[config.mk]
export PLATFORM = sky130hd
export DESIGN_NAME = can_txq_sched
export DESIGN_NICKNAME = d
export VERILOG_FILES = /design/src/rtl/can_txq_pkg.sv /design/src/rtl/can_txq_store.sv /design/src/rtl/can_txq_match.sv /design/src/rtl/can_txq_arbiter.sv /design/src/rtl/can_txq_sched.sv
export SDC_FILE = /design/constraint.sdc
export NUM_CORES = 1
export LEC_CHECK = 0
export BUFFER_PORTS_ARGS = -buffer_cell sky130_fd_sc_hd__buf_2
export CAP_MARGIN = 10
export CORE_UTILIZATION = 35
export CTS_CLUSTER_DIAMETER = 50
export DETAILED_ROUTE_END_ITERATION = 8
export HOLD_SLACK_MARGIN = 0.05
export PLACE_DENSITY = 0.57
export SKIP_CTS_REPAIR_TIMING = 1
export SYNTH_ARGS = -nofsm -noshare
export SYNTH_HDL_FRONTEND = slang
export SYNTH_SLANG_ARGS = --single-unit
[constraint.sdc]
create_clock -name clk -period 5.2 [get_ports clk]
set_input_delay 0.26 -clock clk [delete_from_list [all_inputs] [get_ports clk]]
set_output_delay 0.26 -clock clk [all_outputs]
set_load 0.02 [all_outputs]
[src/rtl/can_txq_pkg.sv]
package can_txq_pkg;

   typedef enum logic [1:0] {
      TXQ_ARRIVAL   = 2'd0,
      TXQ_IDPRIO    = 2'd1,
      TXQ_SLOTORD   = 2'd2,
      TXQ_LOCALPRIO = 2'd3
   } txq_mode_e;

   localparam int unsigned TXQ_MODE_W = 2;

endpackage

[src/rtl/can_txq_store.sv]
module can_txq_store #(
   parameter int unsigned NUM_SLOTS = 4,
   parameter int unsigned ID_W      = 11,
   parameter int unsigned DATA_W    = 64,
   parameter int unsigned LEN_W     = 4,
   parameter int unsigned PRIO_W    = 8,
   parameter int unsigned SLOT_W    = 2
) (
   input  logic                 clk,
   input  logic                 rst_n,
   input  logic                 wr_en,
   input  logic                 wr_alloc,
   input  logic [SLOT_W-1:0]    wr_slot,
   input  logic [ID_W-1:0]      wr_id,
   input  logic [DATA_W-1:0]    wr_data,
   input  logic [LEN_W-1:0]     wr_len,
   input  logic [PRIO_W-1:0]    wr_prio,
   input  logic                 grant_en,
   input  logic [SLOT_W-1:0]    grant_slot,
   input  logic                 free_en,
   output logic [NUM_SLOTS-1:0] valid_o,
   output logic [NUM_SLOTS-1:0] lock_o,
   output logic [ID_W-1:0]      id_o    [NUM_SLOTS],
   output logic [DATA_W-1:0]    data_o  [NUM_SLOTS],
   output logic [LEN_W-1:0]     len_o   [NUM_SLOTS],
   output logic [PRIO_W-1:0]    prio_o  [NUM_SLOTS],
   output logic [NUM_SLOTS-1:0] older_o [NUM_SLOTS]
);

   for (genvar k = 0; k < NUM_SLOTS; k++) begin : g_slot
      logic hit_wr;
      logic hit_grant;
      assign hit_wr    = wr_en && (wr_slot == SLOT_W'(k));
      assign hit_grant = grant_en && (grant_slot == SLOT_W'(k));

      // occupancy and lock state of slot k
      always_ff @(posedge clk or negedge rst_n) begin
         if (!rst_n) begin
            valid_o[k] <= 1'b0;
            lock_o[k]  <= 1'b0;
         end else begin
            if (free_en && lock_o[k]) begin
               valid_o[k] <= 1'b0;
               lock_o[k]  <= 1'b0;
            end
            if (hit_grant) begin
               lock_o[k] <= 1'b1;
            end
            if (hit_wr && wr_alloc) begin
               valid_o[k] <= 1'b1;
               lock_o[k]  <= 1'b0;
            end
         end
      end

      // frame fields of slot k
      always_ff @(posedge clk or negedge rst_n) begin
         if (!rst_n) begin
            id_o[k]   <= '0;
            data_o[k] <= '0;
            len_o[k]  <= '0;
            prio_o[k] <= '0;
         end else if (hit_wr) begin
            id_o[k]   <= wr_id;
            data_o[k] <= wr_data;
            len_o[k]  <= wr_len;
            prio_o[k] <= wr_prio;
         end
      end

      // row k of the age matrix: bit j set means slot k was queued before slot j
      always_ff @(posedge clk or negedge rst_n) begin
         if (!rst_n) begin
            older_o[k] <= '0;
         end else if (wr_en && wr_alloc) begin
            if (wr_slot == SLOT_W'(k)) begin
               older_o[k] <= '0;
            end else begin
               older_o[k][wr_slot] <= valid_o[k];
            end
         end
      end
   end

endmodule

[src/rtl/can_txq_match.sv]
module can_txq_match #(
   parameter int unsigned NUM_SLOTS = 4,
   parameter int unsigned ID_W      = 11,
   parameter int unsigned SLOT_W    = 2
) (
   input  logic [NUM_SLOTS-1:0] valid_i,
   input  logic [NUM_SLOTS-1:0] lock_i,
   input  logic [NUM_SLOTS-1:0] excl_i,
   input  logic [ID_W-1:0]      id_i    [NUM_SLOTS],
   input  logic [NUM_SLOTS-1:0] older_i [NUM_SLOTS],
   input  logic [ID_W-1:0]      sub_id,
   input  logic                 sub_replace,
   output logic                 hit_o,
   output logic [SLOT_W-1:0]    hit_slot_o,
   output logic                 free_any_o,
   output logic [SLOT_W-1:0]    free_slot_o
);

   logic [NUM_SLOTS-1:0] cand;
   logic [NUM_SLOTS-1:0] newest;

   for (genvar i = 0; i < NUM_SLOTS; i++) begin : g_cand
      assign cand[i] = sub_replace && valid_i[i] && !lock_i[i] && !excl_i[i]
                       && (id_i[i] == sub_id);
   end

   // the newest candidate is the one that is older than no other candidate
   for (genvar i = 0; i < NUM_SLOTS; i++) begin : g_newest
      logic [NUM_SLOTS-1:0] beaten;
      for (genvar j = 0; j < NUM_SLOTS; j++) begin : g_pair
         assign beaten[j] = (i != j) && cand[j] && older_i[i][j];
      end
      assign newest[i] = cand[i] && !(|beaten);
   end

   always_comb begin
      hit_o      = 1'b0;
      hit_slot_o = '0;
      for (int i = NUM_SLOTS - 1; i >= 0; i--) begin
         if (newest[i]) begin
            hit_o      = 1'b1;
            hit_slot_o = SLOT_W'(i);
         end
      end
   end

   always_comb begin
      free_any_o  = 1'b0;
      free_slot_o = '0;
      for (int i = NUM_SLOTS - 1; i >= 0; i--) begin
         if (!valid_i[i]) begin
            free_any_o  = 1'b1;
            free_slot_o = SLOT_W'(i);
         end
      end
   end

endmodule

[src/rtl/can_txq_arbiter.sv]
module can_txq_arbiter
   import can_txq_pkg::*;
#(
   parameter int unsigned NUM_SLOTS = 4,
   parameter int unsigned ID_W      = 11,
   parameter int unsigned PRIO_W    = 8,
   parameter int unsigned SLOT_W    = 2
) (
   input  txq_mode_e            mode_i,
   input  logic [NUM_SLOTS-1:0] valid_i,
   input  logic [NUM_SLOTS-1:0] lock_i,
   input  logic [ID_W-1:0]      id_i    [NUM_SLOTS],
   input  logic [PRIO_W-1:0]    prio_i  [NUM_SLOTS],
   input  logic [NUM_SLOTS-1:0] older_i [NUM_SLOTS],
   output logic                 pick_valid_o,
   output logic [SLOT_W-1:0]    pick_slot_o
);

   localparam int unsigned PAIRS = NUM_SLOTS * NUM_SLOTS;

   function automatic logic wins_f(
      input txq_mode_e         m,
      input logic [ID_W-1:0]   ida,
      input logic [ID_W-1:0]   idb,
      input logic [PRIO_W-1:0] pra,
      input logic [PRIO_W-1:0] prb,
      input logic              a_older,
      input logic              a_lower
   );
      logic id_first;
      id_first = (ida < idb) || ((ida == idb) && a_older);
      case (m)
         TXQ_ARRIVAL: return a_older;
         TXQ_IDPRIO:  return id_first;
         TXQ_SLOTORD: return a_lower;
         default:     return (pra < prb) || ((pra == prb) && id_first);
      endcase
   endfunction

   logic [PAIRS-1:0]     beats;
   logic [PAIRS-1:0]     block;
   logic [PAIRS-1:0]     lose;
   logic [NUM_SLOTS-1:0] elig;
   logic [NUM_SLOTS-1:0] win;

   for (genvar i = 0; i < NUM_SLOTS; i++) begin : g_row
      for (genvar j = 0; j < NUM_SLOTS; j++) begin : g_col
         assign beats[i*NUM_SLOTS+j] = wins_f(mode_i, id_i[i], id_i[j], prio_i[i], prio_i[j],
                                              older_i[i][j], 1'(i < j));
         // an earlier frame with the same identifier holds this one back
         assign block[i*NUM_SLOTS+j] = (i != j) && valid_i[j] && (id_i[j] == id_i[i])
                                       && older_i[j][i];
      end
      assign elig[i] = valid_i[i] && !lock_i[i] && !(|block[i*NUM_SLOTS +: NUM_SLOTS]);
   end

   for (genvar i = 0; i < NUM_SLOTS; i++) begin : g_win
      for (genvar j = 0; j < NUM_SLOTS; j++) begin : g_cmp
         assign lose[i*NUM_SLOTS+j] = (i != j) && elig[j] && !beats[i*NUM_SLOTS+j];
      end
      assign win[i] = elig[i] && !(|lose[i*NUM_SLOTS +: NUM_SLOTS]);
   end

   always_comb begin
      pick_valid_o = |win;
      pick_slot_o  = '0;
      for (int i = NUM_SLOTS - 1; i >= 0; i--) begin
         if (win[i]) pick_slot_o = SLOT_W'(i);
      end
   end

endmodule

[src/rtl/can_txq_sched.sv]
module can_txq_sched
   import can_txq_pkg::*;
#(
   parameter int unsigned NUM_SLOTS = 4,
   parameter int unsigned ID_W      = 11,
   parameter int unsigned DATA_W    = 64,
   parameter int unsigned LEN_W     = 4,
   parameter int unsigned PRIO_W    = 8,
   localparam int unsigned SLOT_W   = (NUM_SLOTS > 1) ? $clog2(NUM_SLOTS) : 1
) (
   input  logic                  clk,
   input  logic                  rst_n,
   input  logic [1:0]            cfg_mode,
   input  logic                  sub_valid,
   input  logic [ID_W-1:0]       sub_id,
   input  logic [DATA_W-1:0]     sub_data,
   input  logic [LEN_W-1:0]      sub_len,
   input  logic [PRIO_W-1:0]     sub_prio,
   input  logic                  sub_replace,
   output logic                  sub_busy,
   output logic                  tx_valid,
   output logic [SLOT_W-1:0]     tx_slot,
   output logic [ID_W-1:0]       tx_id,
   output logic [DATA_W-1:0]     tx_data,
   output logic [LEN_W-1:0]      tx_len,
   input  logic                  ctl_grant,
   input  logic                  ctl_done,
   input  logic                  ctl_abort,
   output logic [NUM_SLOTS-1:0]  pending,
   output logic                  full,
   output logic [1:0]            cur_mode
);

   if (NUM_SLOTS < 2 || NUM_SLOTS > 32) begin : g_bad_slots
      $error("can_txq_sched: NUM_SLOTS must be within 2..32");
   end
   if (ID_W < 1 || DATA_W < 1 || LEN_W < 1 || PRIO_W < 1) begin : g_bad_width
      $error("can_txq_sched: field widths must be at least one bit");
   end

   logic [NUM_SLOTS-1:0] valid_q;
   logic [NUM_SLOTS-1:0] lock_q;
   logic [ID_W-1:0]      id_q    [NUM_SLOTS];
   logic [DATA_W-1:0]    data_q  [NUM_SLOTS];
   logic [LEN_W-1:0]     len_q   [NUM_SLOTS];
   logic [PRIO_W-1:0]    prio_q  [NUM_SLOTS];
   logic [NUM_SLOTS-1:0] older_q [NUM_SLOTS];

   txq_mode_e            mode_q;
   logic                 pick_valid;
   logic [SLOT_W-1:0]    pick_slot;
   logic                 locked_any;
   logic                 grant_en;
   logic                 free_en;
   logic [NUM_SLOTS-1:0] grant_mask;
   logic                 hit;
   logic [SLOT_W-1:0]    hit_slot;
   logic                 free_any;
   logic [SLOT_W-1:0]    free_slot;
   logic                 wr_en;

   // policy register: only loads while nothing is queued
   always_ff @(posedge clk or negedge rst_n) begin
      if (!rst_n) begin
         mode_q <= TXQ_ARRIVAL;
      end else if (!(|valid_q)) begin
         mode_q <= txq_mode_e'(cfg_mode);
      end
   end

   assign locked_any = |lock_q;
   assign tx_valid   = pick_valid && !locked_any;
   assign grant_en   = tx_valid && ctl_grant;
   assign free_en    = (ctl_done || ctl_abort) && locked_any;
   assign grant_mask = grant_en ? (NUM_SLOTS'(1) << pick_slot) : '0;

   can_txq_arbiter #(
      .NUM_SLOTS (NUM_SLOTS),
      .ID_W      (ID_W),
      .PRIO_W    (PRIO_W),
      .SLOT_W    (SLOT_W)
   ) u_arb (
      .mode_i       (mode_q),
      .valid_i      (valid_q),
      .lock_i       (lock_q),
      .id_i         (id_q),
      .prio_i       (prio_q),
      .older_i      (older_q),
      .pick_valid_o (pick_valid),
      .pick_slot_o  (pick_slot)
   );

   can_txq_match #(
      .NUM_SLOTS (NUM_SLOTS),
      .ID_W      (ID_W),
      .SLOT_W    (SLOT_W)
   ) u_match (
      .valid_i     (valid_q),
      .lock_i      (lock_q),
      .excl_i      (grant_mask),
      .id_i        (id_q),
      .older_i     (older_q),
      .sub_id      (sub_id),
      .sub_replace (sub_replace),
      .hit_o       (hit),
      .hit_slot_o  (hit_slot),
      .free_any_o  (free_any),
      .free_slot_o (free_slot)
   );

   assign wr_en    = sub_valid && (hit || free_any);
   assign sub_busy = sub_valid && !hit && !free_any;

   can_txq_store #(
      .NUM_SLOTS (NUM_SLOTS),
      .ID_W      (ID_W),
      .DATA_W    (DATA_W),
      .LEN_W     (LEN_W),
      .PRIO_W    (PRIO_W),
      .SLOT_W    (SLOT_W)
   ) u_store (
      .clk        (clk),
      .rst_n      (rst_n),
      .wr_en      (wr_en),
      .wr_alloc   (!hit),
      .wr_slot    (hit ? hit_slot : free_slot),
      .wr_id      (sub_id),
      .wr_data    (sub_data),
      .wr_len     (sub_len),
      .wr_prio    (sub_prio),
      .grant_en   (grant_en),
      .grant_slot (pick_slot),
      .free_en    (free_en),
      .valid_o    (valid_q),
      .lock_o     (lock_q),
      .id_o       (id_q),
      .data_o     (data_q),
      .len_o      (len_q),
      .prio_o     (prio_q),
      .older_o    (older_q)
   );

   assign tx_slot  = pick_slot;
   assign tx_id    = id_q[pick_slot];
   assign tx_data  = data_q[pick_slot];
   assign tx_len   = len_q[pick_slot];
   assign pending  = valid_q;
   assign full     = !free_any;
   assign cur_mode = mode_q;

endmodule

# Yosys cells after proc, flatten, opt, wreduce, memory -nomap -nowiden
# Cells that the tools add are included.
# W data, S select, Z words.
# word_totals
regBits	374
latchBits	0
mem_bits_rw	0
mem_bits_ro	0
in_bits	96
wordCells	378
mem_count	0
# classes
addsub	0
n_mul	0
div	0
n_lt_le_gt_ge	27
n_eq_ne	36
shift	1
muxes	69
n_bitwise	1
n_reduce_logical	215
# ops
cell	n
$eq A11 B11 Y1	16
$lt A11 B11 Y1	12
$bmux W64 S2	1
$logic_and A1 B1 Y1	128
$mux W64	2
$eq A8 B8 Y1	12
$lt A8 B8 Y1	12
$pmux W1 S3	12
$reduce_or A3 Y1	12
$logic_not A1 Y1	35
$mux W4	7
$logic_or A1 B1 Y1	26
$mux W2	13
$mux W1	25
$bmux W11 S2	1
$mux W11	2
$bwmux W4	4
$reduce_bool A3 Y1	4
$reduce_or A4 Y1	3
$eq A2 B2 Y1 const B	5
$bmux W4 S2	1
$reduce_bool A2 Y1	4
$eq A2 B1 Y1 const B	3
$logic_not A2 Y1	3
other kinds (6)	6

# Logic depth before layout (Yosys ltp)
# Gate-level depths: netlist (run 1).
# logic_depth
depth_word	35
ltp_mapped	23

# Modules after synthesis
# From an unflattened synthesis (run 1), not the netlist that was laid out.
# unflattened
cells_unflattened	1532
hier_area_um2	20701.1
# modules_own_cells
mod	instances	cells_each	area_per_inst_um2	seq_area_each_um2
can_txq_store	1	846	14298.7	9308.9
can_txq_arbiter	1	460	3464.6	0.0
can_txq_sched	1	123	2130.8	50.0
can_txq_match	1	103	807.0	0.0

# Worst setup path after synthesis (run 1)
# Ideal clock, no wire load.
# synth_timing
path_kind	register to register
startpoint	register u_store.id_o[20] (netlist bit)
endpoint	register u_store.id_o[21] (netlist bit)
arrival_time_ns	4.721
required_ns	5.072
path_slack_ns	0.351
path_stages_with_launch	24
synth_period_minus_slack_ns	4.849
path_cell_list	dfrtp_1 > inv_1 > ha_1 > nand3_1 > nor4_2 > a311o_1 > or3_1 > o31ai_1 > a211o_1 > buf_4 > or2_1 > buf_2 > nor3_4 > o211ai_1 > nand2_1 > or2_2 > o211ai_1 > ha_1 > clkbuf_1 > nand2_1 > nor2_8 > buf_6 > buf_6 > mux2_1
# synth_via
elab_chain_cells	31
word_cells_on_any_way	155
# synth_rtl
element	line	text
start, declared	can_txq_store.sv:23	output logic [ID_W-1:0] id_o [NUM_SLOTS],
start signal, assigned by index	can_txq_store.sv:64	id_o[k] <= wr_id;
parallel branches: the longest is 30 deep, another holds $lt A11 B11 Y1	--	
$logic_and A1 B1 Y1 (*)	can_txq_store.sv:33	assign hit_wr = wr_en && (wr_slot == SLOT_W'(k));
# Every way passes the cells marked *.
# A chain may end at the register's enable or synchronous reset.

# Worst setup path after layout (run 1)
# layout_timing
startpoint	register u_store.id_o[28] (netlist bit)
endpoint	output port tx_data[52]
# layout_via
elab_chain_cells	19
word_cells_on_any_way	104
# layout_rtl
element	line	text
parallel branches: the longest is 14 deep, another holds $lt A11 B11 Y1	--	
$mux W2 (*)	can_txq_arbiter.sv:68	if (win[i]) pick_slot_o = SLOT_W'(i);
$not A2 Y3 (implied by the code) (*)	can_txq_sched.sv:145	assign tx_data = data_q[pick_slot];
$bmux W64 S2 (*)	can_txq_sched.sv:145	
$mux W64 (implied by the code) (*) (2 in series)	can_txq_sched.sv:145	
end, declared	can_txq_sched.sv:24	output logic [DATA_W-1:0] tx_data,
# Every way passes the cells marked *. The select of a mux whose other input is x is not followed.

==> qor.log, run 1 <==
INFO  global_route   grt_first_pass_wirelength=106000µm
INFO  cells_and_area multiInputGateArea=0.0114mm²
INFO  yosys          synth.ff_latch_count=370
INFO  critical_path  critical_path.endpoint_type=output pin
INFO  cts            numCtsBuffers=50
INFO  die            fp.coreArea=0.0602mm²
INFO  drt            via_count=17001
INFO  yosys          syn_inst=1841
INFO  cts            clkSlewWorstSetupHoldPaths=0.05ns
INFO  yosys          yosys.cell_types.count=75
INFO  critical_path  timing.setup.critical_path_class=flip-flop to output pin
INFO  cells_and_area num-nets-final=2427
INFO  drt            avgViaCountPerCell=5.61
INFO  yosys          netlist.top_cell.by_area=dfrtp_1
INFO  placed_design  detailedPlace.worstSlack=-0.135ns
INFO  timing         max-slew-margin-rel=23.3%
INFO  critical_path  cp-start-kind=flip-flop
INFO  drt            drcViolationCount=0
INFO  global_route   track_usage=22.0%
INFO  run            maxCapViolCount=0
INFO  yosys          synth.cell_area=0.0213mm²
INFO  global_route   antenna_found_initial=3
INFO  die            fp.dieArea=0.0619mm²
INFO  global_route   gr-total-overflow=0
INFO  hold_path      hold_path_class=primary input to flip-flop
INFO  timing         final_min_period_over_clock_period=98.0%
INFO  timing         finalMaxSlewViolations=0
INFO  run_status     result_of_the_run=complete, no violations
INFO  cts            clock_path_buffers=3
INFO  die            die-width=249µm
INFO  cts            worstSkewPairLatency=0.60ns
INFO  drt            detail_route.wirelength=71100µm
INFO  drt            drt_pass1_iterations=5
INFO  cells_and_area final_common_cell=dfrtp_1
INFO  cts            cts_tree=built
INFO  global_route   pin_count_of_the_biggest_net_entering_global_routing=137
INFO  cells_and_area final_layout_size_suffix_gt1_share=35.9%
INFO  die            die_h=249µm
INFO  placed_design  detailed_place_hpwl=47700µm
INFO  yosys          synthesis.area_per_instance=11.6µm²
INFO  placed_design  numPortBuffers=185
INFO  die            initial_utilization=35.4%
INFO  timing         worst-slew-pin-transition=1.14ns
INFO  timing         post-route-min-period=5.10ns
INFO  yosys          ys_warn_count=0
INFO  yosys          synth_fp_nets=2055
INFO  timing         post-route-worst-setup-slack=0.103ns
INFO  drt            detailedRoute.firstIterationViolations=1192
INFO  yosys          synth_ff_type=dfrtp_1
INFO  placed_design  finalWeightedCongestion=0.970
INFO  timing         report.final.setup_viol=0
INFO  yosys          async_reset_ff_share=100%
INFO  drt            wl_per_cell=23.5µm
INFO  yosys          post_synth_edffs=0
INFO  yosys          sequential_to_total_area_share_from_yosys_stat=43.4%
INFO  yosys          ys_top_cells_by_area=dfrtp_1 (43%), mux2_2 (16%), ha_1 (6.9%), mux2_1 (6.3%), a22oi_1 (5.7%)
INFO  die            io_pins=186
INFO  critical_path  cp.required=4.94ns
INFO  die            number_of_rows_created_at_floorplan=90
INFO  cells_and_area seq_area=0.00926mm²
INFO  timing         grt_setup_unrepaired=true
INFO  cells_and_area n_fill_cell=5518
INFO  cts            cts_sink_cnt=370
INFO  critical_path  path_max_fanout=14
INFO  yosys          netlist.area_leader.share=43.4%
INFO  critical_path  worst-endpoint-arrival=4.84ns
INFO  cells_and_area leading_cell_types_in_the_layout_fill_and_taps_excluded=dfrtp_1 (368), mux2_2 (306), buf_2 (183)
INFO  timing         final.setup_skew=0.0284ns
INFO  drt            ant_nets=0
INFO  cts            clk_root_buffer_cell=clkbuf_16
INFO  global_route   via_count_of_the_first_global_routing_pass=17258
INFO  timing         fmaxAchievable=196MHz
INFO  cells_and_area syn_to_final_growth=27.7%
INFO  timing         final_hold_viol_count=0
INFO  cts            cts_max_level=2
cells by family (layout without fill, tap and decap cells):
| kind of cell | Yosys count | count (layout) | synth area share, % |
|---|---|---|---|
| other | 0 | 1 | 0 |
| xor gates and xnor gates | 44 | 44 | 1.81 |
| muxes | 431 | 431 | 22.7 |
| buffers and inverters | 194 | 600 | 4.55 |
| DFF | 370 | 370 | 43.4 |
| and+or+nand+nor | 263 | 263 | 6.94 |
| adders and majority gates | 118 | 118 | 6.92 |
| AOI/OAI and AO/OA | 421 | 421 | 13.6 |
flip-flops by register name, indices dropped and copies added, names as in the netlist:
register and flops:
u_store.len_o 16, u_store.data_o 256, u_store.prio_o 32, cur_mode 2, u_store.older_o 12, u_store.id_o 44, u_store.lock_o 4, u_store.valid_o 4
path summary, 6_finish.rpt:
path | slack (ns) | from | cells after the start | endpoint
max | 0.10 | u_store.id_o[28] | 18 | tx_data[52]
min | 0.06 | ctl_abort | 4 | u_store.lock_o[2]
max reg2reg | 0.12 | u_store.id_o[20] | 21 | u_store.id_o[19]
min reg2reg | 0.48 | u_store.data_o[179] | 1 | u_store.data_o[179]
min in group asynchronous | 0.33 | rst_n | 2 | u_store.len_o[12]
max in group asynchronous | 3.55 | rst_n | 3 | u_store.id_o[5]
critical path: stages (launching register included):
cell	delay [ns]
dfrtp_1	0.42
buf_4	0.18
ha_1	0.31
nand4_1	0.21
nor3_2	0.08
buf_4	0.16
and3_1	0.20
a311oi_4	0.33
buf_4	0.20
a2111oi_4	0.06
buf_4	0.18
or2_4	0.29
a22oi_2	0.29
clkbuf_16	0.27
buf_12	0.17
mux2_2	0.36
a22oi_1	0.14
o21ai_0	0.15
buf_2	0.23
area by class of cell:
class / instances / area share [%]
repair buffers: 437 / 13.1
well taps: 782 / 3.59
clock inverters: 20 / 1.08
clock buffers: 66 / 5.15
inverters: 77 / 1.06
diodes: 1 / 0.00919
flip-flops and latches: 370 / 34.0
multi-input cells: 1277 / 42.0
cells in the mapped netlist, drive strengths merged, types with 3 or more instances:
| library cell | number |
|---|---|
| a211oi | 14 |
| nand3b | 8 |
| nor4 | 17 |
| mux2 | 426 |
| a221oi | 6 |
| nand4b | 4 |
| a21boi | 3 |
| nand3 | 40 |
| a31oi | 3 |
| inv | 77 |
| ha | 118 |
| mux2i | 5 |
| o21ai | 108 |
| a22o | 4 |
| xor2 | 26 |
| nor2 | 36 |
| and3 | 11 |
| and2 | 8 |
| o211a | 3 |
| a22oi | 162 |
| nand4 | 25 |
| a2111oi | 4 |
| or3 | 3 |
| o211ai | 12 |
| or2 | 4 |
| a21oi | 44 |
| o21a | 5 |
| a311oi | 4 |
| a32o | 7 |
| o2111ai | 8 |
| nor3b | 3 |
| clkbuf | 54 |
| xnor2 | 18 |
| nor2b | 8 |
| o31ai | 5 |
| nand2 | 62 |
| a21o | 11 |
| nor3 | 20 |
| a211o | 4 |
| nor4b | 4 |
| buf | 63 |
| dfrtp | 370 |
| o311a | 3 |
| and4 | 3 |
through the flow:
| stage | instance area (µm²) | setup TNS, ns | hold slack, ns | instances | util, % |
|---|---|---|---|---|---|
| 3_3_place_gp | 24000 | -36.57 | 0.379 | 2834 | 39.9 |
| 5_1_grt | 27200 | -6.05 | 0.0641 | 3029 | 45.2 |
| 4_1_cts | 25700 | -67.73 | -0.236 | 2920 | 42.7 |
| 3_5_place_dp | 24000 | -27.30 | 0.399 | 2834 | 39.9 |
| 6_report | 27200 | 0 | 0.0630 | 3030 | 45.2 |
| 2_1_floorplan | 21300 | 0 | -0.0356 | 1841 | - |
metal layers:
layer | track usage, % | vias up | share of wire (%)
met1 | 29.7 | 8696 | 45
met2 | 36.1 | 528 | 47
met4 | 5.86 | 2 | 2.3
li1 | - | 7655 | -
met3 | 3.99 | 120 | 6.2
met5 | 0 | - | 0.015
Power of run 1 is left out: the tool's default activity adds up to more than one toggle a clock period on the data nets, which glitch-free logic cannot reach.
==> run 2, diff against run 1 <==
--- a/config.mk
+++ b/config.mk
@@ -7,11 +7,11 @@
 export LEC_CHECK = 0
 export BUFFER_PORTS_ARGS = -buffer_cell sky130_fd_sc_hd__buf_2
 export CAP_MARGIN = 10
-export CORE_UTILIZATION = 35
+export CORE_UTILIZATION = 40
 export CTS_CLUSTER_DIAMETER = 50
 export DETAILED_ROUTE_END_ITERATION = 8
 export HOLD_SLACK_MARGIN = 0.05
-export PLACE_DENSITY = 0.57
+export PLACE_DENSITY = 0.61
 export SKIP_CTS_REPAIR_TIMING = 1
 export SYNTH_ARGS = -nofsm -noshare
 export SYNTH_HDL_FRONTEND = slang
==> constraint.sdc (replaced) <==
create_clock -name clk -period 5.4 [get_ports clk]
set_input_delay 0.27 -clock clk [delete_from_list [all_inputs] [get_ports clk]]
set_output_delay 0.27 -clock clk [all_outputs]
set_load 0.02 [all_outputs]
==> qor.log, run 2 (same netlist as run 1, synthesis figures left out) <==
INFO  run_status     result_of_the_run=complete, no violations
INFO  critical_path  delay_heaviest_family_cp=buffers and inverters
INFO  critical_path  worst-endpoint-arrival=5.00ns
INFO  cells_and_area final_cell_count_no_fill=2881
INFO  cells_and_area layout_top_registers=u_store.data_o (256), u_store.id_o (44), u_store.prio_o (32)
INFO  drt            via_count=16754
INFO  timing         post-route-min-period=5.27ns
INFO  run            maxCapViolCount=0
INFO  hold_path      min-delay-start=sub_id[6]
INFO  drt            drt_pass1_iterations=5
INFO  cells_and_area final_common_cell=dfrtp_1
INFO  drt            avgViaCountPerCell=5.82
INFO  die            number_of_rows_created_at_floorplan=84
INFO  critical_path  cp-start-kind=flip-flop
INFO  placed_design  dpl.cell_count=2697
INFO  timing         worst-slew-pin-transition=1.07ns
INFO  die            die-width=233µm
INFO  drt            ant_nets=0
INFO  die            fp.dieArea=0.0542mm²
INFO  cells_and_area num-nets-final=2367
INFO  critical_path  buf_inv_on_cp=6
INFO  die            die_h=233µm
INFO  timing         fmaxAchievable=190MHz
INFO  timing         final_hold_viol_count=0
INFO  timing         max-slew-margin-rel=27.8%
INFO  critical_path  cp.required=5.13ns
INFO  global_route   track_usage=24.6%
INFO  cells_and_area syn_to_final_growth=23.2%
INFO  timing         finalMaxSlewViolations=0
INFO  cells_and_area largest_register_ff_count=256
INFO  timing         final_min_period_over_clock_period=97.5%
INFO  critical_path  worst-r2r-setup-slack=0.23ns
INFO  critical_path  r2r.worst_path.cells=18
INFO  cells_and_area largest-register=u_store.data_o
INFO  cts            worstSkewPairLatency=0.62ns
INFO  critical_path  critical_path.endpoint_type=output pin
INFO  die            io_pins=186
INFO  critical_path  cpMostUsedCell=buf_4
INFO  global_route   antenna_found_initial=3
INFO  cells_and_area leading_cell_types_in_the_layout_fill_and_taps_excluded=dfrtp_1 (368), mux2_2 (306), buf_2 (184)
INFO  die            fp.coreArea=0.0527mm²
INFO  cts            numCtsBuffers=50
INFO  cells_and_area final_layout_size_suffix_gt1_share=32.9%
INFO  critical_path  timing.setup.critical_path_class=flip-flop to output pin
INFO  cts            clock_path_buffers=3
INFO  critical_path  startpoint_of_the_lowest_slack_register_to_register_path=u_store.id_o[43]
INFO  cts            cts_sink_cnt=370
INFO  hold_path      hold_path_depth=2
INFO  drt            detail_route.wirelength=66900µm
INFO  global_route   pin_count_of_the_biggest_net_entering_global_routing=132
INFO  timing         final.setup_skew=0.0461ns
INFO  placed_design  finalWeightedCongestion=0.953
INFO  critical_path  slowest_cell_on_the_critical_path=buf_4
INFO  die            initial_utilization=40.5%
INFO  critical_path  timing.critical_path.cells=buf_4 > ha_1 > nand4_1 > nor3_4 > and3_1 > a311oi_4 > buf_4 > a2111oi_4 > buf_4 > buf_4 > and2_4 > buf_4 > a22oi_1 > o21ai_0 > buf_2
INFO  cts            cts_tree=built
INFO  timing         fin_hold_ws=0.0653ns
INFO  drt            wl_per_cell=23.2µm
INFO  cells_and_area final_cell_area=0.0263mm²
INFO  placed_design  detailed_place_hpwl=45500µm
INFO  drt            detailedRoute.firstIterationViolations=1440
INFO  cts            clkSlewWorstSetupHoldPaths=0.06ns
INFO  critical_path  path_max_fanout=40
INFO  critical_path  peak_per_stage_delay_on_the_critical_path=0.44ns
INFO  hold_path      hold_end=u_store.id_o[17]
INFO  global_route   via_count_of_the_first_global_routing_pass=16923
INFO  global_route   grt_first_pass_wirelength=102000µm
INFO  placed_design  numPortBuffers=185
INFO  cts            cts_max_level=2
INFO  placed_design  dpl-instance-area=0.0236mm²
INFO  critical_path  worst_r2r_endpoint=u_store.data_o[123]
INFO  global_route   gr-total-overflow=0
INFO  timing         report.final.setup_viol=0
INFO  cts            clk_root_buffer_cell=clkbuf_16
INFO  hold_path      hold_path_class=primary input to flip-flop
INFO  drt            drcViolationCount=0
INFO  critical_path  crit_cells=15
INFO  timing         setup-tns-final=0ns
==> run 2: cell count changes in the layout (fill, tap and decap cells not counted), moves of 4 or more <==
| cell | change |
|---|---|
| ha_4 | -5 |
| clkbuf_1 | +4 |
| clkbuf_8 | -4 |
| o21ai_0 | +17 |
| buf_4 | -49 |
| buf_12 | -4 |
| ha_1 | +7 |
| o21ai_1 | -17 |
| clkinv_4 | +4 |
==> run 2: cell type report <==
cell class              count  area [µm²]
fillers                  4635       26400
well taps                 688         861
diodes                      1        2.50
clock inverters            23         269
inverters                  77         289
multi-input cells        1277       11200
repair buffers            377        2970
flip-flops and latches    370        9260
clock buffers              68        1390
==> run 2: metrics by stage <==
step	utilization, %	worst slack, ns
2_1_floorplan	-	0.551
3_3_place_gp	44.8	-0.199
3_5_place_dp	44.8	-0.144
4_1_cts	47.9	-0.293
5_1_grt	49.9	-0.0388
6_report	49.9	0.135
==> run 2: routing by layer <==
metal	routed length [µm]	track usage, %	part of all wire (%)	vias to the layer above
met4	1850	8.35	2.8	4
li1	-	-	-	7550
met2	31700	39.7	47	534
met1	29600	33.3	44	8550
met5	31	0	0.046	-
met3	3680	4.00	5.5	116
==> run 2: worst max-delay path by stage <==
| stage | slack (ns) | start | end |
|---|---|---|---|
| final | 0.13 | u_store.id_o[28] | tx_data[43] |
| after global routing | -0.04 | u_store.id_o[7] | u_store.data_o[106] |
| after CTS | -0.29 | u_store.id_o[43] | tx_len[2] |
| after detailed placement | -0.14 | u_store.id_o[7] | u_store.data_o[239] |
| after global placement | -0.20 | u_store.id_o[7] | u_store.data_o[250] |
| after floorplan | 0.55 | u_store.id_o[20] | u_store.id_o[21] |
Power of run 2 is left out for the same reason.
==> run 3, diff against run 2 <==
--- a/config.mk
+++ b/config.mk
@@ -9,9 +9,11 @@
 export CAP_MARGIN = 10
 export CORE_UTILIZATION = 40
 export CTS_CLUSTER_DIAMETER = 50
+export CTS_CLUSTER_SIZE = 40
 export DETAILED_ROUTE_END_ITERATION = 8
 export HOLD_SLACK_MARGIN = 0.05
 export PLACE_DENSITY = 0.61
+export REMOVE_ABC_BUFFERS = 1
 export SKIP_CTS_REPAIR_TIMING = 1
 export SYNTH_ARGS = -nofsm -noshare
 export SYNTH_HDL_FRONTEND = slang
==> qor.log, run 3 (same netlist as run 1, synthesis figures left out) <==
INFO  critical_path  cpMostUsedCell=buf_4
INFO  cts            cts_max_level=2
INFO  cells_and_area layout_top_registers=u_store.data_o (256), u_store.id_o (44), u_store.prio_o (32)
INFO  drt            ant_nets=0
INFO  cts            numCtsBuffers=47
INFO  hold_path      hold_path_class=primary input to flip-flop
INFO  critical_path  startpoint_of_the_lowest_slack_register_to_register_path=u_store.id_o[33]
INFO  placed_design  detailed_place_hpwl=43900µm
INFO  drt            detailedRoute.firstIterationViolations=1264
INFO  critical_path  delay_heaviest_family_cp=compound AO/OA/AOI/OAI gates
INFO  timing         post-route-min-period=5.28ns
INFO  cts            clkSlewWorstSetupHoldPaths=0.06ns
INFO  drt            avgViaCountPerCell=5.80
INFO  global_route   grt_first_pass_wirelength=99200µm
INFO  hold_path      min-delay-start=ctl_done
INFO  die            io_pins=186
INFO  placed_design  dpl-instance-area=0.0234mm²
INFO  run_status     result_of_the_run=complete, no violations
INFO  critical_path  worst-endpoint-arrival=5.01ns
INFO  placed_design  numPortBuffers=185
INFO  cts            cts_tree=built
INFO  drt            drt_pass1_iterations=5
INFO  die            fp.coreArea=0.0527mm²
INFO  global_route   pin_count_of_the_biggest_net_entering_global_routing=159
INFO  die            number_of_rows_created_at_floorplan=84
INFO  cells_and_area n_fill_cell=4662
INFO  cts            clock_path_buffers=3
INFO  cells_and_area final_common_cell=dfrtp_1
INFO  critical_path  buf_inv_on_cp=7
INFO  timing         grt_setup_unrepaired=true
INFO  cells_and_area largest-register=u_store.data_o
INFO  cells_and_area num-nets-final=2349
INFO  critical_path  timing.critical_path.cells=ha_1 > nand4_1 > buf_4 > a211oi_1 > a211o_1 > o211a_1 > a2111oi_0 > buf_4 > a211o_4 > or2_1 > buf_4 > a22oi_2 > buf_6 > buf_4 > clkbuf_16 > mux2_2 > a22oi_1 > o21ai_0 > buf_2
INFO  critical_path  timing.setup.critical_path_class=flip-flop to output pin
INFO  run            maxCapViolCount=0
INFO  die            initial_utilization=40.5%
INFO  cells_and_area leading_cell_types_in_the_layout_fill_and_taps_excluded=dfrtp_1 (366), mux2_2 (306), buf_2 (184)
INFO  cts            clk_root_buffer_cell=clkbuf_16
INFO  placed_design  dpl.cell_count=2682
INFO  die            fp.dieArea=0.0542mm²
INFO  cells_and_area largest_register_ff_count=256
INFO  drt            via_count=16619
INFO  critical_path  worst_r2r_endpoint=u_store.data_o[73]
INFO  timing         finalMaxSlewViolations=0
INFO  timing         report.final.setup_viol=0
INFO  hold_path      hold_path_depth=4
INFO  global_route   track_usage=23.8%
INFO  critical_path  r2r.worst_path.cells=20
INFO  timing         final.setup_skew=0.0365ns
INFO  global_route   antenna_found_initial=8
INFO  cells_and_area final_layout_size_suffix_gt1_share=32.7%
INFO  die            die_h=233µm
INFO  cells_and_area final_cell_area=0.0262mm²
INFO  hold_path      hold_end=u_store.lock_o[1]
INFO  critical_path  cp-start-kind=flip-flop
INFO  critical_path  path_max_fanout=11
INFO  timing         fmaxAchievable=190MHz
INFO  timing         worst-slew-pin-transition=1.06ns
INFO  die            die-width=233µm
INFO  cells_and_area syn_to_final_growth=22.9%
INFO  timing         max-slew-margin-rel=28.8%
INFO  timing         fin_hold_ws=0.0685ns
INFO  cells_and_area utilization=49.8%
INFO  timing         final_min_period_over_clock_period=97.7%
INFO  cts            cts_sink_cnt=370
INFO  critical_path  worst-r2r-setup-slack=0.24ns
INFO  drt            detail_route.wirelength=65800µm
INFO  cells_and_area final_cell_count_no_fill=2864
INFO  timing         final_hold_viol_count=0
INFO  critical_path  cp.required=5.13ns
INFO  global_route   via_count_of_the_first_global_routing_pass=16681
INFO  critical_path  critical_path.endpoint_type=output pin
INFO  placed_design  finalWeightedCongestion=0.935
INFO  drt            drcViolationCount=0
INFO  global_route   gr-total-overflow=0
INFO  cts            worstSkewPairLatency=0.61ns
INFO  critical_path  peak_per_stage_delay_on_the_critical_path=0.48ns
INFO  critical_path  slowest_cell_on_the_critical_path=dfrtp_1
INFO  drt            wl_per_cell=23.0µm
-- run 3: stage by stage --
step / worst slack (ns) / setup TNS [ns]
2_1_floorplan: -3.67 / -1230.83
3_3_place_gp: -0.0601 / -3.27
3_5_place_dp: -0.0328 / -1.04
4_1_cts: -0.555 / -32.62
5_1_grt: -0.0244 / -0.172
6_report: 0.124 / 0
-- run 3: metal layers --
| metal | vias up | global-route usage [%] | share of wire [%] | wire [µm] |
|---|---|---|---|---|
| met5 | - | 0 | 0.012 | 8 |
| met4 | 2 | 6.90 | 2.3 | 1490 |
| met3 | 99 | 5.53 | 7.2 | 4750 |
| met2 | 540 | 38.1 | 47 | 30800 |
| met1 | 8466 | 31.9 | 44 | 28800 |
| li1 | 7512 | - | - | - |
-- run 3: how the worst max path moves through the flow --
stage | startpoint | end | slack [ns] | cells past startpoint
6_report | u_store.id_o[28] | tx_data[24] | 0.12 | 19
3_5_place_dp | u_store.id_o[21] | u_store.data_o[107] | -0.03 | 19
5_1_grt | u_store.id_o[6] | tx_id[4] | -0.02 | 13
2_1_floorplan | u_store.id_o[10] | tx_len[2] | -3.67 | 13
4_1_cts | u_store.id_o[21] | tx_id[0] | -0.56 | 17
3_3_place_gp | u_store.id_o[21] | u_store.data_o[74] | -0.06 | 19
-- run 3: layout make-up --
type | count | area (µm²) | area share [%]
Antenna cell | 3 | 7.51 | 0.0286
Clock buffer | 53 | 1240 | 4.73
Clock inverter | 34 | 498 | 1.90
Inverter | 77 | 289 | 1.10
Multi-Input combinational cell | 1278 | 11300 | 42.9
Sequential cell | 370 | 9260 | 35.3
Tap cell | 688 | 861 | 3.28
Timing Repair Buffer | 361 | 2800 | 10.7
-- run 3: worst reg2reg max path, cell delays in order, from the launching register on --
cell and delay, ns:
dfrtp_1 0.40, inv_1 0.24, ha_1 0.33, nand3_1 0.16, nor4_4 0.08, a311o_1 0.38, nor3_1 0.31, o31a_1 0.21
nand2b_1 0.30, nor3_1 0.08, buf_4 0.18, o311a_1 0.34, o211ai_1 0.11, nand2_1 0.10, or2_2 0.32, o211ai_1 0.22
ha_1 0.21, nand2_1 0.16, nor2_8 0.22, buf_12 0.28, mux2_2 0.41
Power of run 3 is left out for the same reason.
